## config.mk

```make
export PLATFORM = sky130hd
export DESIGN_NAME = flash_read_window
export DESIGN_NICKNAME = d
export VERILOG_FILES = /design/src/rtl/flash_win_pkg.sv /design/src/rtl/fw_addr_decode.sv /design/src/rtl/fw_spi_engine.sv /design/src/rtl/fw_le_pack.sv /design/src/rtl/flash_read_window.sv
export SDC_FILE = /design/constraint.sdc
export NUM_CORES = 1
export LEC_CHECK = 0
export ABC_AREA = 1
export ABC_CLOCK_PERIOD_IN_PS = 2500
export BUFFER_PORTS_ARGS = -buffer_cell sky130_fd_sc_hd__clkbuf_2
export CORE_MARGIN = 2
export CORE_UTILIZATION = 40
export CTS_BUF_LIST = sky130_fd_sc_hd__clkbuf_2
export CTS_CLUSTER_DIAMETER = 100
export DETAILED_ROUTE_END_ITERATION = 7
export PLACE_DENSITY = 0.68
export SYNTH_ARGS = -nofsm -noshare
export SYNTH_HDL_FRONTEND = slang
export SYNTH_SLANG_ARGS = --single-unit
export TNS_END_PERCENT = 30
```

## constraint.sdc

```tcl
create_clock -name clk -period 2.5 [get_ports clk]
set_clock_uncertainty 0.05 [all_clocks]
set_input_delay 0 -clock clk [delete_from_list [all_inputs] [get_ports clk]]
set_output_delay 0 -clock clk [all_outputs]
set_load 0.02 [all_outputs]
```

## src/rtl/flash_win_pkg.sv

```systemverilog
package flash_win_pkg;

   // Serial command byte for a plain read and the width of the flash offset field
   localparam logic [7:0]  FW_RD_OPCODE = 8'h03;
   localparam int unsigned FW_FLASH_AW  = 24;
   localparam int unsigned FW_HDR_BITS  = 8 + FW_FLASH_AW;

   typedef enum logic [1:0] {
      FW_IDLE = 2'd0,
      FW_BUSY = 2'd1,
      FW_RESP = 2'd2
   } fw_state_e;

endpackage

```

## src/rtl/fw_addr_decode.sv

```systemverilog
module fw_addr_decode #(
   parameter int unsigned NUM_CS       = 4,
   parameter int unsigned OFF_BITS     = 24,
   parameter int unsigned SIZE_W       = 2,
   parameter int unsigned WINDOW_BYTES = 32'h0400_0000,
   parameter int unsigned CS_W         = 2,
   parameter int unsigned ADDR_W       = 26
) (
   input  logic [ADDR_W-1:0]   addr_i,
   input  logic [SIZE_W-1:0]   size_m1_i,
   output logic [CS_W-1:0]     cs_idx_o,
   output logic [OFF_BITS-1:0] offset_o,
   output logic                accept_o
);

   localparam logic [ADDR_W:0] WIN_LIM = (ADDR_W+1)'(WINDOW_BYTES);

   logic [ADDR_W:0]   last_addr;
   logic [OFF_BITS:0] last_off;
   logic              beyond_win;
   logic              crosses_chip;

   generate
      if (NUM_CS > 1) begin : g_multi_cs
         assign cs_idx_o = addr_i[ADDR_W-1 -: CS_W];
      end else begin : g_single_cs
         assign cs_idx_o = '0;
      end
   endgenerate

   assign offset_o     = addr_i[OFF_BITS-1:0];
   assign last_addr    = {1'b0, addr_i} + (ADDR_W+1)'(size_m1_i);
   assign last_off     = {1'b0, addr_i[OFF_BITS-1:0]} + (OFF_BITS+1)'(size_m1_i);
   assign beyond_win   = (last_addr >= WIN_LIM);
   assign crosses_chip = last_off[OFF_BITS];
   assign accept_o     = !beyond_win && !crosses_chip;

endmodule

```

## src/rtl/fw_spi_engine.sv

```systemverilog
module fw_spi_engine #(
   parameter int unsigned NUM_CS    = 4,
   parameter int unsigned CS_W      = 2,
   parameter int unsigned HDR_BITS  = 32,
   parameter int unsigned MAX_BYTES = 4,
   parameter int unsigned SIZE_W    = 2
) (
   input  logic                   clk,
   input  logic                   rst_n,
   input  logic                   start_i,
   input  logic [CS_W-1:0]        cs_idx_i,
   input  logic [HDR_BITS-1:0]    hdr_i,
   input  logic [SIZE_W-1:0]      size_m1_i,
   input  logic                   miso_i,
   output logic                   done_o,
   output logic [8*MAX_BYTES-1:0] rx_o,
   output logic                   sclk_o,
   output logic                   mosi_o,
   output logic [NUM_CS-1:0]      cs_n_o
);

   localparam int unsigned RX_BITS = 8 * MAX_BYTES;
   localparam int unsigned TOT_MAX = HDR_BITS + RX_BITS;
   localparam int unsigned CNT_W   = $clog2(TOT_MAX + 1);

   logic                busy_q;
   logic                sclk_q;
   logic                done_q;
   logic [CNT_W-1:0]    left_q;
   logic [CNT_W-1:0]    rxlen_q;
   logic [HDR_BITS-1:0] hdr_q;
   logic [RX_BITS-1:0]  rx_q;
   logic [NUM_CS-1:0]   sel_q;
   logic [CNT_W-1:0]    rx_need;

   assign rx_need = (CNT_W'(size_m1_i) + CNT_W'(1)) << 3;

   always_ff @(posedge clk or negedge rst_n) begin
      if (!rst_n) begin
         busy_q  <= 1'b0;
         sclk_q  <= 1'b0;
         done_q  <= 1'b0;
         left_q  <= '0;
         rxlen_q <= '0;
         hdr_q   <= '0;
         rx_q    <= '0;
         sel_q   <= '0;
      end else begin
         done_q <= 1'b0;
         if (!busy_q) begin
            if (start_i) begin
               busy_q  <= 1'b1;
               sclk_q  <= 1'b0;
               hdr_q   <= hdr_i;
               rx_q    <= '0;
               rxlen_q <= rx_need;
               left_q  <= CNT_W'(HDR_BITS) + rx_need;
               for (int i = 0; i < NUM_CS; i++) begin
                  sel_q[i] <= (cs_idx_i == CS_W'(i));
               end
            end
         end else if (!sclk_q) begin
            sclk_q <= 1'b1;
         end else begin
            sclk_q <= 1'b0;
            left_q <= left_q - CNT_W'(1);
            hdr_q  <= {hdr_q[HDR_BITS-2:0], 1'b0};
            if (left_q <= rxlen_q) begin
               rx_q <= {rx_q[RX_BITS-2:0], miso_i};
            end
            if (left_q == CNT_W'(1)) begin
               busy_q <= 1'b0;
               done_q <= 1'b1;
            end
         end
      end
   end

   generate
      for (genvar c = 0; c < NUM_CS; c++) begin : g_cs
         assign cs_n_o[c] = ~(busy_q & sel_q[c]);
      end
   endgenerate

   assign sclk_o = sclk_q;
   assign mosi_o = busy_q & hdr_q[HDR_BITS-1];
   assign done_o = done_q;
   assign rx_o   = rx_q;

   // Independent count of rising serial clock edges per frame
   logic [CNT_W-1:0] chk_rises_q;
   logic [CNT_W-1:0] chk_len_q;

   always_ff @(posedge clk or negedge rst_n) begin
      if (!rst_n) begin
         chk_rises_q <= '0;
         chk_len_q   <= '0;
      end else if (start_i && !busy_q) begin
         chk_rises_q <= '0;
         chk_len_q   <= CNT_W'(HDR_BITS) + ((CNT_W'(size_m1_i) + CNT_W'(1)) << 3);
      end else if (busy_q && !sclk_q) begin
         chk_rises_q <= chk_rises_q + CNT_W'(1);
      end
   end

   AST_CS_ONEHOT: assert property (@(posedge clk) disable iff (!rst_n) $onehot0(~cs_n_o));
   AST_MOSI_SETUP: assert property (@(posedge clk) disable iff (!rst_n) $rose(sclk_o) |-> $stable(mosi_o));
   AST_CLK_IDLE_LOW: assert property (@(posedge clk) disable iff (!rst_n) (&cs_n_o) |-> !sclk_o);
   AST_FRAME_LEN: assert property (@(posedge clk) disable iff (!rst_n) done_o |-> (chk_rises_q == chk_len_q));

endmodule

```

## src/rtl/fw_le_pack.sv

```systemverilog
module fw_le_pack #(
   parameter int unsigned MAX_BYTES = 4,
   parameter int unsigned SIZE_W    = 2
) (
   input  logic [8*MAX_BYTES-1:0] raw_i,
   input  logic [SIZE_W-1:0]      size_m1_i,
   output logic [8*MAX_BYTES-1:0] word_o
);

   // raw_i holds the received stream right-aligned, first byte highest
   generate
      for (genvar k = 0; k < MAX_BYTES; k++) begin : g_lane
         logic [SIZE_W-1:0] src;
         always_comb begin
            src = size_m1_i - SIZE_W'(k);
            if (SIZE_W'(k) <= size_m1_i) begin
               word_o[k*8 +: 8] = raw_i[{src, 3'b000} +: 8];
            end else begin
               word_o[k*8 +: 8] = 8'h00;
            end
         end
      end
   endgenerate

endmodule

```

## src/rtl/flash_read_window.sv

```systemverilog
module flash_read_window
   import flash_win_pkg::*;
#(
   parameter int unsigned NUM_CS       = 4,
   parameter int unsigned OFF_BITS     = 24,
   parameter int unsigned MAX_BYTES    = 4,
   parameter int unsigned WINDOW_BYTES = 32'h0400_0000,
   localparam int unsigned CS_W        = (NUM_CS > 1) ? $clog2(NUM_CS) : 1,
   localparam int unsigned ADDR_W      = OFF_BITS + ((NUM_CS > 1) ? $clog2(NUM_CS) : 0),
   localparam int unsigned SIZE_W      = $clog2(MAX_BYTES)
) (
   input  logic                   clk,
   input  logic                   rst_n,
   input  logic                   host_stall_i,
   input  logic                   rd_req_i,
   input  logic [ADDR_W-1:0]      rd_addr_i,
   input  logic [SIZE_W-1:0]      rd_size_i,
   output logic                   rd_ready_o,
   output logic [8*MAX_BYTES-1:0] rd_data_o,
   output logic                   rd_err_o,
   output logic                   spi_sclk_o,
   output logic                   spi_mosi_o,
   output logic [NUM_CS-1:0]      spi_cs_n_o,
   input  logic                   spi_miso_i
);

   generate
      if (NUM_CS < 1) begin : g_bad_cs
         $error("NUM_CS must be at least 1");
      end
      if (OFF_BITS < 1 || OFF_BITS > FW_FLASH_AW) begin : g_bad_off
         $error("OFF_BITS must lie in 1..24");
      end
      if (MAX_BYTES < 2 || (MAX_BYTES & (MAX_BYTES - 1)) != 0) begin : g_bad_bytes
         $error("MAX_BYTES must be a power of two, at least 2");
      end
      if (ADDR_W > 31) begin : g_bad_aw
         $error("host address too wide");
      end
      if (WINDOW_BYTES == 0 || longint'(WINDOW_BYTES) > (longint'(NUM_CS) << OFF_BITS)) begin : g_bad_win
         $error("WINDOW_BYTES must lie in 1..NUM_CS chip windows");
      end
   endgenerate

   fw_state_e                state_q;
   logic [SIZE_W-1:0]        size_q;
   logic [8*MAX_BYTES-1:0]   data_q;
   logic                     err_q;

   logic [CS_W-1:0]          dec_cs;
   logic [OFF_BITS-1:0]      dec_off;
   logic                     dec_ok;
   logic                     take;
   logic                     eng_start;
   logic                     eng_done;
   logic [8*MAX_BYTES-1:0]   eng_rx;
   logic [8*MAX_BYTES-1:0]   packed_word;
   logic [FW_HDR_BITS-1:0]   hdr;

   fw_addr_decode #(
      .NUM_CS       (NUM_CS),
      .OFF_BITS     (OFF_BITS),
      .SIZE_W       (SIZE_W),
      .WINDOW_BYTES (WINDOW_BYTES),
      .CS_W         (CS_W),
      .ADDR_W       (ADDR_W)
   ) u_decode (
      .addr_i    (rd_addr_i),
      .size_m1_i (rd_size_i),
      .cs_idx_o  (dec_cs),
      .offset_o  (dec_off),
      .accept_o  (dec_ok)
   );

   assign take      = (state_q == FW_IDLE) && rd_req_i && !host_stall_i;
   assign eng_start = take && dec_ok;
   assign hdr       = {FW_RD_OPCODE, FW_FLASH_AW'(dec_off)};

   fw_spi_engine #(
      .NUM_CS    (NUM_CS),
      .CS_W      (CS_W),
      .HDR_BITS  (FW_HDR_BITS),
      .MAX_BYTES (MAX_BYTES),
      .SIZE_W    (SIZE_W)
   ) u_engine (
      .clk       (clk),
      .rst_n     (rst_n),
      .start_i   (eng_start),
      .cs_idx_i  (dec_cs),
      .hdr_i     (hdr),
      .size_m1_i (rd_size_i),
      .miso_i    (spi_miso_i),
      .done_o    (eng_done),
      .rx_o      (eng_rx),
      .sclk_o    (spi_sclk_o),
      .mosi_o    (spi_mosi_o),
      .cs_n_o    (spi_cs_n_o)
   );

   fw_le_pack #(
      .MAX_BYTES (MAX_BYTES),
      .SIZE_W    (SIZE_W)
   ) u_pack (
      .raw_i     (eng_rx),
      .size_m1_i (size_q),
      .word_o    (packed_word)
   );

   always_ff @(posedge clk or negedge rst_n) begin
      if (!rst_n) begin
         state_q <= FW_IDLE;
         size_q  <= '0;
         data_q  <= '0;
         err_q   <= 1'b0;
      end else begin
         unique case (state_q)
            FW_IDLE: begin
               if (take) begin
                  size_q <= rd_size_i;
                  if (dec_ok) begin
                     state_q <= FW_BUSY;
                  end else begin
                     data_q  <= '1;
                     err_q   <= 1'b1;
                     state_q <= FW_RESP;
                  end
               end
            end
            FW_BUSY: begin
               if (eng_done) begin
                  data_q  <= packed_word;
                  err_q   <= 1'b0;
                  state_q <= FW_RESP;
               end
            end
            FW_RESP: begin
               state_q <= FW_IDLE;
            end
            default: state_q <= FW_IDLE;
         endcase
      end
   end

   assign rd_ready_o = (state_q == FW_RESP);
   assign rd_data_o  = data_q;
   assign rd_err_o   = err_q;

   AST_READY_PULSE: assert property (@(posedge clk) disable iff (!rst_n) rd_ready_o |=> !rd_ready_o);
   AST_REJECT_QUIET: assert property (@(posedge clk) disable iff (!rst_n) (rd_ready_o && rd_err_o) |-> (&spi_cs_n_o));
   AST_STALL_HOLD: assert property (@(posedge clk) disable iff (!rst_n) ((state_q == FW_IDLE) && host_stall_i) |=> (&spi_cs_n_o));
   AST_BUSY_SELECTS: assert property (@(posedge clk) disable iff (!rst_n) (state_q == FW_BUSY && !eng_done) |-> !(&spi_cs_n_o));

endmodule

```

# ---- Yosys cells after proc, flatten, opt, wreduce, memory -nomap -nowiden
# Index checks and enable logic that the tools add are counted.
dict set report op_classes {
  add_sub_neg 8
  reduce_logical 17
  magnitude_cmp 6
  shift 4
  bitwise_logic 10
  eq_ne 11
  muxes 36
}
# cell count
set op_table {}
lappend op_table {{$mux W32} 10}
lappend op_table {{$shiftx A32 B6 Y8} 4}
lappend op_table {{$pmux W32 S2} 1}
lappend op_table {{$mux W8} 4}
lappend op_table {{$add A26 B2 Y27} 1}
lappend op_table {{$ge A27 B27 Y1 const B} 1}
lappend op_table {{$add A24 B2 Y25} 1}
lappend op_table {{$mux W7} 3}
lappend op_table {{$mux W1} 13}
lappend op_table {{$ne A2 B2 Y1 const B} 4}
lappend op_table {{$reduce_and A2 Y1} 4}
lappend op_table {{$add A6 B6 Y7 const A} 1}
lappend op_table {{$eq A7 B1 Y1 const B} 1}
lappend op_table {{$le A7 B7 Y1} 1}
lappend op_table {{$sub A7 B1 Y7 const B} 1}
lappend op_table {{$eq A2 B2 Y1 const B} 3}
lappend op_table {{$mux W2} 3}
lappend op_table {{$and A1 B1 Y1} 5}
lappend op_table {{$not A1 Y1} 5}
lappend op_table {{$eq A2 B1 Y1 const B} 2}
lappend op_table {{$le A1 B2 Y1 const A} 2}
lappend op_table {{$le A2 B2 Y1 const A} 2}
lappend op_table {{$logic_and A1 B1 Y1} 4}
lappend op_table {{$logic_not A2 Y1} 2}
lappend op_table {{other kinds (10)} 14}
dict set report word_totals {
  reg_bits 119
  input_bits 33
  wordCells 104
}

# ---- Longest topological paths before layout
# Gate-level depths: netlist of run 1.
dict set report depth {
  word_depth 7
  mapped_depth 13
  ltp_nobuf 12
}

# ---- Modules after synthesis
# A second synthesis of run 1 with hierarchy kept.
dict set report unflattened {
  hier_cells 1011
  hier_area_um2 6993.0
}
# mod area_each_um2 n_inst cells_each
set modules_own_cells {}
lappend modules_own_cells {fw_spi_engine 3870.0 1 492}
lappend modules_own_cells {flash_read_window 1798.0 1 238}
lappend modules_own_cells {fw_le_pack 1006.0 1 230}
lappend modules_own_cells {fw_addr_decode 319.1 1 51}

# ---- Worst setup path before layout of run 1
# Ideal clock, no wire load.
dict set report synth_path {
  path_kind {reg2reg}
  startpoint {register size_q[1]}
  endpoint {register data_q[27], in the netlist rd_data_o[27]}
  synth_period_minus_slack_ns 2.032
  arrival_time_ns 1.866
  stages_incl_launch_ff 12
  path_slack_ns 0.468
  setup_ns 0.116
  path_buffers 3
  path_cell_list {dfrtp_1 > inv_1 > clkbuf_1 > ha_1 > buf_2 > inv_1 > buf_2 > o211ai_1 > nand3_1 > nand2_1 > nand2_1 > nand2_1}
}
dict set report synth_between {
  elab_chain_cells 5
  elab_cells_between_ends 6
  cone_classes {add/sub: 1; order compare: 1; shift: 1; mux: 3}
}
# item line
set synth_rtl {}
lappend synth_rtl {{start, declared} flash_read_window.sv:46} ;# logic [SIZE_W-1:0] size_q;
lappend synth_rtl {{start signal, assigned} flash_read_window.sv:119} ;# size_q <= rd_size_i;
lappend synth_rtl {{$sub A2 B2 Y2} fw_le_pack.sv:15} ;# src = size_m1_i - SIZE_W'(k);
lappend synth_rtl {{$shiftx A32 B6 Y8} fw_le_pack.sv:17} ;# word_o[k*8 +: 8] = raw_i[{src, 3'b000} +: 8];
lappend synth_rtl {{$mux W8 *} fw_le_pack.sv:16} ;# if (SIZE_W'(k) <= size_m1_i) begin
lappend synth_rtl {{$mux W32 *} flash_read_window.sv:130} ;# if (eng_done) begin
lappend synth_rtl {{$pmux W32 S2 *} flash_read_window.sv:116} ;# unique case (state_q)
lappend synth_rtl {{end signal, assigned} flash_read_window.sv:131} ;# data_q <= packed_word;
lappend synth_rtl {{end, declared} flash_read_window.sv:47} ;# logic [8*MAX_BYTES-1:0] data_q;
# Mark *: on every way between the ends. The rest lies on a longest branch, timed or not. The select of a mux whose other input is x is not followed.
# A chain may end at the register's enable or synchronous reset.

# ---- Worst setup path in the final report of run 1
dict set report layout_path {
  startpoint {input rd_size_i[0]}
  endpoint {register u_engine.hdr_q[0]}
}
dict set report layout_between {
  elab_chain_cells 7
  elab_cells_between_ends 9
  cone_classes {add/sub: 2; order compare: 1; reduce/logical: 6}
}
# item line
set layout_rtl {}
lappend layout_rtl {{start, declared} flash_read_window.sv:17} ;# input logic [SIZE_W-1:0] rd_size_i,
lappend layout_rtl {{$add A26 B2 Y27} fw_addr_decode.sv:32} ;# assign last_addr = {1'b0, addr_i} + (ADDR_W+1)'(size_m1_i);
lappend layout_rtl {{$ge A27 B27 Y1} fw_addr_decode.sv:34} ;# assign beyond_win = (last_addr >= WIN_LIM);
lappend layout_rtl {{$logic_not A1 Y1} fw_addr_decode.sv:36} ;# assign accept_o = !beyond_win && !crosses_chip;
lappend layout_rtl {{$logic_and A1 B1 Y1 *} fw_addr_decode.sv:36}
lappend layout_rtl {{$logic_and A1 B1 Y1 *} flash_read_window.sv:76} ;# assign eng_start = take && dec_ok;
lappend layout_rtl {{$reduce_bool A2 Y1 (no source line) *} --}
lappend layout_rtl {{$reduce_and A2 Y1 (no source line) *} --}
lappend layout_rtl {{end signal, assigned} fw_spi_engine.sv:54} ;# hdr_q <= hdr_i;
lappend layout_rtl {{end signal, assigned} fw_spi_engine.sv:67} ;# hdr_q <= {hdr_q[HDR_BITS-2:0], 1'b0};
lappend layout_rtl {{end, declared} fw_spi_engine.sv:31} ;# logic [HDR_BITS-1:0] hdr_q;
# Mark *: on every way between the ends. The rest lies on a longest branch, timed or not.

==> results of run 1 <==
[Yosys cell counts, types with 13 or more instances]
library cell,n
nor2_1,25
o21ai_2,13
o211ai_1,16
o21ai_0,45
nand2_1,353
buf_2,18
buf_6,13
inv_1,47
dfrtp_1,118
clkbuf_1,18
nand3_1,123
[cells by family (layout without fill, tap and decap cells)]
family | after synthesis | in the layout | share of synthesized area, %
AND/OR/NAND/NOR | 522 | 522 | 34.08
flip-flops | 118 | 118 | 46.17
buffers and inverters | 104 | 215 | 8.098
AO/OA/AOI/OAI | 94 | 94 | 9.116
adder cells (fa/ha/maj) | 11 | 11 | 2.269
XOR/XNOR | 2 | 2 | 0.2739
other | 0 | 1 | 0
[metal layers]
metal  wire [um]  vias to the layer above
met1        7365                     2719
met5           0                        -
met4         127                        0
li1            -                     2942
met3         737                       10
met2        7402                      146
[state kept, by name (all words and copies together), names as in the netlist, 2 cells and up]
signal	cells
u_engine.sel_q	4
u_engine.rx_o	32
u_engine.rxlen_q	3
size_q	2
u_engine.hdr_q	32
rd_data_o	32
u_engine.left_q	7
state_q	2
[worst max-delay path: cells and delay by family]
kind,cells,cell delay (ns)
buf+inv,5,1.83
simple gates,6,0.51
fa+ha+maj,2,0.50
[stage by stage]
stage / area [sq um] / hold slack [ns]
floorplan: 6396 / -0.3456
global placement: 6869 / 0.04571
detailed placement: 6869 / 0.04677
CTS: 7599 / 0.02335
global route: 7599 / 0.03684
finish: 7601 / 0.08552
[power breakdown]
part | switching [mW] | total (mW) | internal [mW]
registers | 0.145 | 2.31 | 2.16
clock network | 0.698 | 1.45 | 0.755
logic | 1.52 | 2.28 | 0.760
[worst min-delay path by stage]
stage / startpoint / to / cells after the start
2_1_floorplan: rst_n / rd_data_o[0] / 0
3_3_place_gp: rst_n / rd_data_o[16] / 1
3_5_place_dp: rst_n / rd_data_o[17] / 1
4_1_cts: spi_miso_i / u_engine.rx_o[0] / 4
5_1_grt: spi_miso_i / u_engine.rx_o[0] / 4
6_report: spi_miso_i / u_engine.rx_o[0] / 4
[layout make-up]
cell class,count,area share (%)
antenna,1,0.03292
tap,216,3.556
inverter,50,2.469
multi-input combinational,629,38.52
clock inverter,11,2.387
timing repair buffer,134,12.87
sequential,118,38.85
clock buffer,20,1.317
==> results.yml, run 1 <==
clocking:
  post_cts_buffers: 0
  cts_resized: 0
  cts.sinks: 118
  clockBufferDepth: 2
  cts_buffers: 17
  cts_tree: "yes"
  insertion_delay_ns: 0.67
  htreeDepth: 4
  hold_buffers: 43
  root_buffer: "clkbuf_2"
  clk_pin_slew_worst_paths_ns: 0.18
power:
  leakage_nw: 3.970
  peakVddDrop_mv: 0.4397
  p_per_area_nw_per_um2: 794.2
  power_mw: 6.036
global_routing:
  gr-usage-met3_pct: 4.886
  antenna_found_initial: 0
  grt_use_met1_pct: 26.06
  grt_max_degree: 70
  grt.busiest_layer: "met2"
  overflow: 0
  use_met2_pct: 32.52
  grtUsageTotal_pct: 19.54
  grt_pass1_vias: 5550
  grt_pass1_wl_um: 26570
layout:
  multi_input_area_sq_um: 2928
  syn_to_final_growth_pct: 18.84
  ff_latch_area_sq_um: 2953
  layout.nets: 994
  final_common_cell: "nand2_1"
  fin_util_pct: 48.20
  finalNonFillerCells: 1179
  drive_above_1_share_pct: 16.42
  fillers: 1611
  final_cell_mix: "nand2_1, nand3_1, dfrtp_1, clkbuf_2, inv_1"
placement:
  place_hpwl_um: 10280
  pre_cts_ws_ns: 0.5480
  port_buffers: 72
  gp_congestion: 0.8480
  place_inst: 1104
critical_path:
  rrSetupSlack_ns: 0.28
  worstPathRequired_ns: 3.03
  crit_path_frequent_cell: "dlygate4sd3_1"
  path_max_fanout: 5
  startpoint: "rd_size_i[0]"
  criticalPathCategory: "primary input to flop"
  critPathCaptureType: "flop"
  worstPathArrival_ns: 2.82
  worstSetupEndpoint: "u_engine.hdr_q[0]"
  path_cells: "dlygate4sd3_1 -> clkbuf_2 -> ha_1 -> inv_1 -> fa_1 -> nor2_1 -> nand2_1 -> nor2_2 -> nand2_2 -> nand4_1 -> dlygate4sd3_1 -> nand2_1 -> dlygate4sd3_1"
  critPathLaunchType: "primary input"
  r2r-start: "u_engine.busy_q"
  critPathMaxStageDelay_ns: 0.55
  r2r_cells: 6
  slowest_stage: "dlygate4sd3_1"
  timing.rr.end: "u_engine.hdr_q[0]"
yosys:
  ys.flop_type: "dfrtp_1"
  yosysTopAreaCell: "dfrtp_1"
  syn_area_sq_um: 6396
  synth_edf_count: 0
  ys_seq_elements: 118
  synth_cell_types: 29
  yosysTopAreaCellShare_pct: 46.17
  syn_avg_cell_area_sq_um: 7.516
  synth_cells: 851
  netlist_top_cells_area: "dfrtp_1, nand2_1, nand3_1"
  yosysSeqAreaShare_pct: 46.17
  yosysWarnings: 0
  syn_nets: 895
  async_flop_share_pct: 100.0
sta:
  setup-violations-final: 0
  min_period_over_period_pct: 91.74
  slew_headroom_pct: 61.57
  hold_viol_final: 0
  setup_ws_ns: 0.2065
  finalSetupTns_ns: 0
  slew_viol_final: 0
  fmax_ghz: 0.4360
  rsz0062_at_grt: "false"
  min_period_ns: 2.293
  worstMarginPinSlew_ns: 0.5764
detailed_routing:
  num_vias: 5817
  drtPass1Iterations: 6
  drtIter0Drc: 341
  wl_per_cell_um: 13.26
  ant_nets: 0
  drcViolationCount: 0
  wl_um: 15630
  routed_via_density: 4.934
run_status:
  outcome: "finished, final reports clean"
die:
  initial_utilization_pct: 40.56
  die_h_um: 130.5
  die_area_sq_um: 17020
  core-area_sq_um: 15770
  row_count: 46
  pin_count: 73
  fp.dieW_um: 130.5
job:
  cap_viol_max_count: 0
worst_hold_path:
  hold_class: "primary input to flop"
No activity file was read; power rests on OpenSTA's default activity.
==> run 2, diff against run 1 <==
- ABC_AREA: 1 -> unset
- ABC_CLOCK_PERIOD_IN_PS: 2500 -> 2100
- PLACE_DENSITY: 0.68 -> 0.7
- clock period: 2.5 -> 2.1 ns (I/O delays scaled with it)
==> run 2 against run 1 <==
Effect of this change:
- core utilization increased by 2.2 points
- clock power increased by 10%
- largest cell class is now multi-input combinational cells
- critical path depth decreased by 6
- critical endpoint is now u_engine.rx_o[13]
- sequential power increased by 59%
- global-route usage increased by 0.65 points
- first-iteration DRC count increased by 31%
- setup slack got worse by 0.16 ns
- highest routed layer unchanged
- synthesized cell count decreased by 32%
- area after synthesis decreased by 0.39%
- register-to-register slack got worse by 0.23 ns
==> results.yml, run 2 <==
run_status:
  outcome: "finished, final reports clean"
placement:
  port_buffers: 72
  place_hpwl_um: 10910
  place_inst: 857
  gp_congestion: 0.8364
critical_path:
  startpoint: "u_engine.left_q[3]"
  slowest_stage: "dfrtp_1"
  r2r-start: "u_engine.left_q[3]"
  path_max_fanout: 16
  critPathCaptureType: "flop"
  path_cells: "inv_1 -> ha_1 -> nand4_1 -> a21boi_4 -> nor2_4 -> clkbuf_16 -> a221o_1"
  critPathMaxStageDelay_ns: 0.45
  r2r_cells: 7
  rrSetupSlack_ns: 0.05
  critPathLaunchType: "flop"
  worstPathRequired_ns: 2.63
  timing.rr.end: "u_engine.rx_o[13]"
  worstPathArrival_ns: 2.59
  criticalPathCategory: "flop to flop"
  worstSetupEndpoint: "u_engine.rx_o[13]"
yosys:
  yosysTopAreaCellShare_pct: 46.35
  yosysMostFrequentCell: "dfrtp_1"
  synth_cell_types: 56
  yosysTopAreaCell: "dfrtp_1"
  syn_avg_cell_area_sq_um: 10.98
  yosysWarnings: 0
  yosysSeqAreaShare_pct: 46.35
  async_flop_share_pct: 100.0
  syn_nets: 624
  netlist_top_cells_area: "dfrtp_1, mux4_2, a221o_1"
  ys.flop_type: "dfrtp_1"
  synthTopCellsByCount: "dfrtp_1, nand2_1, o22ai_1"
  ys_seq_elements: 118
  synth_cells: 580
  synth_edf_count: 0
  syn_area_sq_um: 6371
global_routing:
  grt_pass1_vias: 5185
  grt_use_met1_pct: 25.73
  overflow: 0
  grt.busiest_layer: "met2"
  gr-usage-met3_pct: 4.961
  grt_max_degree: 45
  grtUsageTotal_pct: 20.19
  use_met2_pct: 34.12
  antenna_found_initial: 0
  grt_pass1_wl_um: 26830
die:
  initial_utilization_pct: 40.55
  die_h_um: 130.2
  fp.dieW_um: 130.2
  pin_count: 73
  row_count: 46
  die_area_sq_um: 16950
  core-area_sq_um: 15710
sta:
  whs_ns: 0.04560
  hold_viol_final: 0
  min_period_over_period_pct: 97.78
  slew_viol_final: 0
  min_period_ns: 2.053
  worstMarginPinSlew_ns: 0.8260
  setup-violations-final: 0
  slew_headroom_pct: 44.82
  fmax_ghz: 0.4870
  finalSetupTns_ns: 0
layout:
  fin_util_pct: 50.36
  final_common_cell: "dfrtp_1"
  finalNonFillerCells: 929
  syn_to_final_growth_pct: 24.19
  diodes: 0
  layout.nets: 745
  drive_above_1_share_pct: 31.14
  final_cell_mix: "dfrtp_1, clkbuf_2, nand2_1, o22ai_1, nor2_1"
power:
  power_mw: 10.45
  leakage_nw: 3.413
  peakVddDrop_mv: 0.7182
  netSwitchingFraction_pct: 40.84
  p_comb_share_pct: 49.6
  clock_power_share_pct: 15.3
  power.internal_mw: 6.185
  power_frac_seq_pct: 35.1
  p_per_area_nw_per_um2: 1321
  p_switching_mw: 4.269
detailed_routing:
  wl_um: 16820
  wl_per_cell_um: 18.11
  drtPass1Iterations: 5
  routed_via_density: 5.907
  drcViolationCount: 0
  num_vias: 5488
  drtIter0Drc: 448
  ant_nets: 0
clocking:
  cts.sinks: 118
  cts_tree: "yes"
  clockBufferDepth: 2
  root_buffer: "clkbuf_2"
  htreeDepth: 4
  insertion_delay_ns: 0.70
  cts_buffers: 17
  clk_pin_slew_worst_paths_ns: 0.16
job:
  cap_viol_max_count: 0
worst_hold_path:
  hold_class: "primary input to flop"
==> run 2: critical path, delay by kind of cell, from the launching register on <==
family | cells | cell delay, ns
DFF | 1 | 0.45
buffers and inverters | 2 | 0.30
and+or+nand+nor | 2 | 0.25
adders and majority gates | 1 | 0.28
AOI/OAI and AO/OA | 2 | 0.63
==> run 2: layout make-up <==
| cell class | instances | area [sq um] |
|---|---|---|
| Inverter | 12 | 50.05 |
| Sequential cell | 118 | 2954 |
| Timing Repair Buffer | 151 | 1191 |
| Fill cell | 1411 | 7800 |
| Tap cell | 216 | 270.3 |
| Multi-Input combinational cell | 401 | 3194 |
| Clock buffer | 18 | 90.09 |
| Clock inverter | 13 | 162.7 |
==> run 2: cells by family (layout without fill, tap and decap cells) <==
kind of cell	count (synthesis)	in the layout	synth area share (%)
AO/OA/AOI/OAI	193	193	22.76
buffers and inverters	61	194	4.556
adder cells (fa/ha/maj)	11	11	2.278
AND/OR/NAND/NOR	145	145	10.88
flip-flops	118	118	46.35
XOR/XNOR	2	2	0.2750
multiplexers	50	50	12.90
==> run 2: what timing repair did <==
item                                    CTS  global route
hold buffers                             36             0
resized for setup                         2            13
cloned                                    0             2
endpoints found under the setup margin    5            79
pin swaps                                 0             4
endpoints found under the hold margin   191             0
setup buffers                             0             3
==> run 2: metrics by stage <==
step	setup WS, ns	instance area (sq um)
CTS	-0.001289	7787
finish	0.04653	7913
detailed placement	-0.1717	7158
global route	-0.03046	7913
floorplan	-0.01930	6447
global placement	-0.09226	7158
==> run 2: how the worst min path moves through the flow <==
stage / from / end / slack [ns] / cells past startpoint
after global placement: rst_n / rd_data_o[13] / -0.02 / 1
after CTS: rd_addr_i[25] / u_engine.sel_q[2] / 0.008 / 4
after global routing: rd_addr_i[24] / u_engine.sel_q[3] / 0.03 / 4
after floorplan: rst_n / rd_data_o[0] / -0.35 / 0
final: spi_miso_i / u_engine.rx_o[0] / 0.05 / 3
after detailed placement: rst_n / rd_data_o[6] / -0.01 / 1
==> run 2: power groups by stage <==
stage / registers, mW / logic (mW) / clock network, mW
2_1_floorplan: 3.93 / 3.47 / 0
3_3_place_gp: 3.65 / 4.78 / 0
3_5_place_dp: 3.71 / 4.96 / 0
4_1_cts: 3.66 / 5.04 / 1.63
5_1_grt: 3.77 / 5.66 / 1.72
6_report: 3.67 / 5.18 / 1.60
==> run 2: routing by layer <==
metal | routed length [um] | part of all wire (%)
met5 | 0 | 0
met4 | 251 | 1.5
met3 | 1031 | 6.1
met2 | 8690 | 52
met1 | 6847 | 41
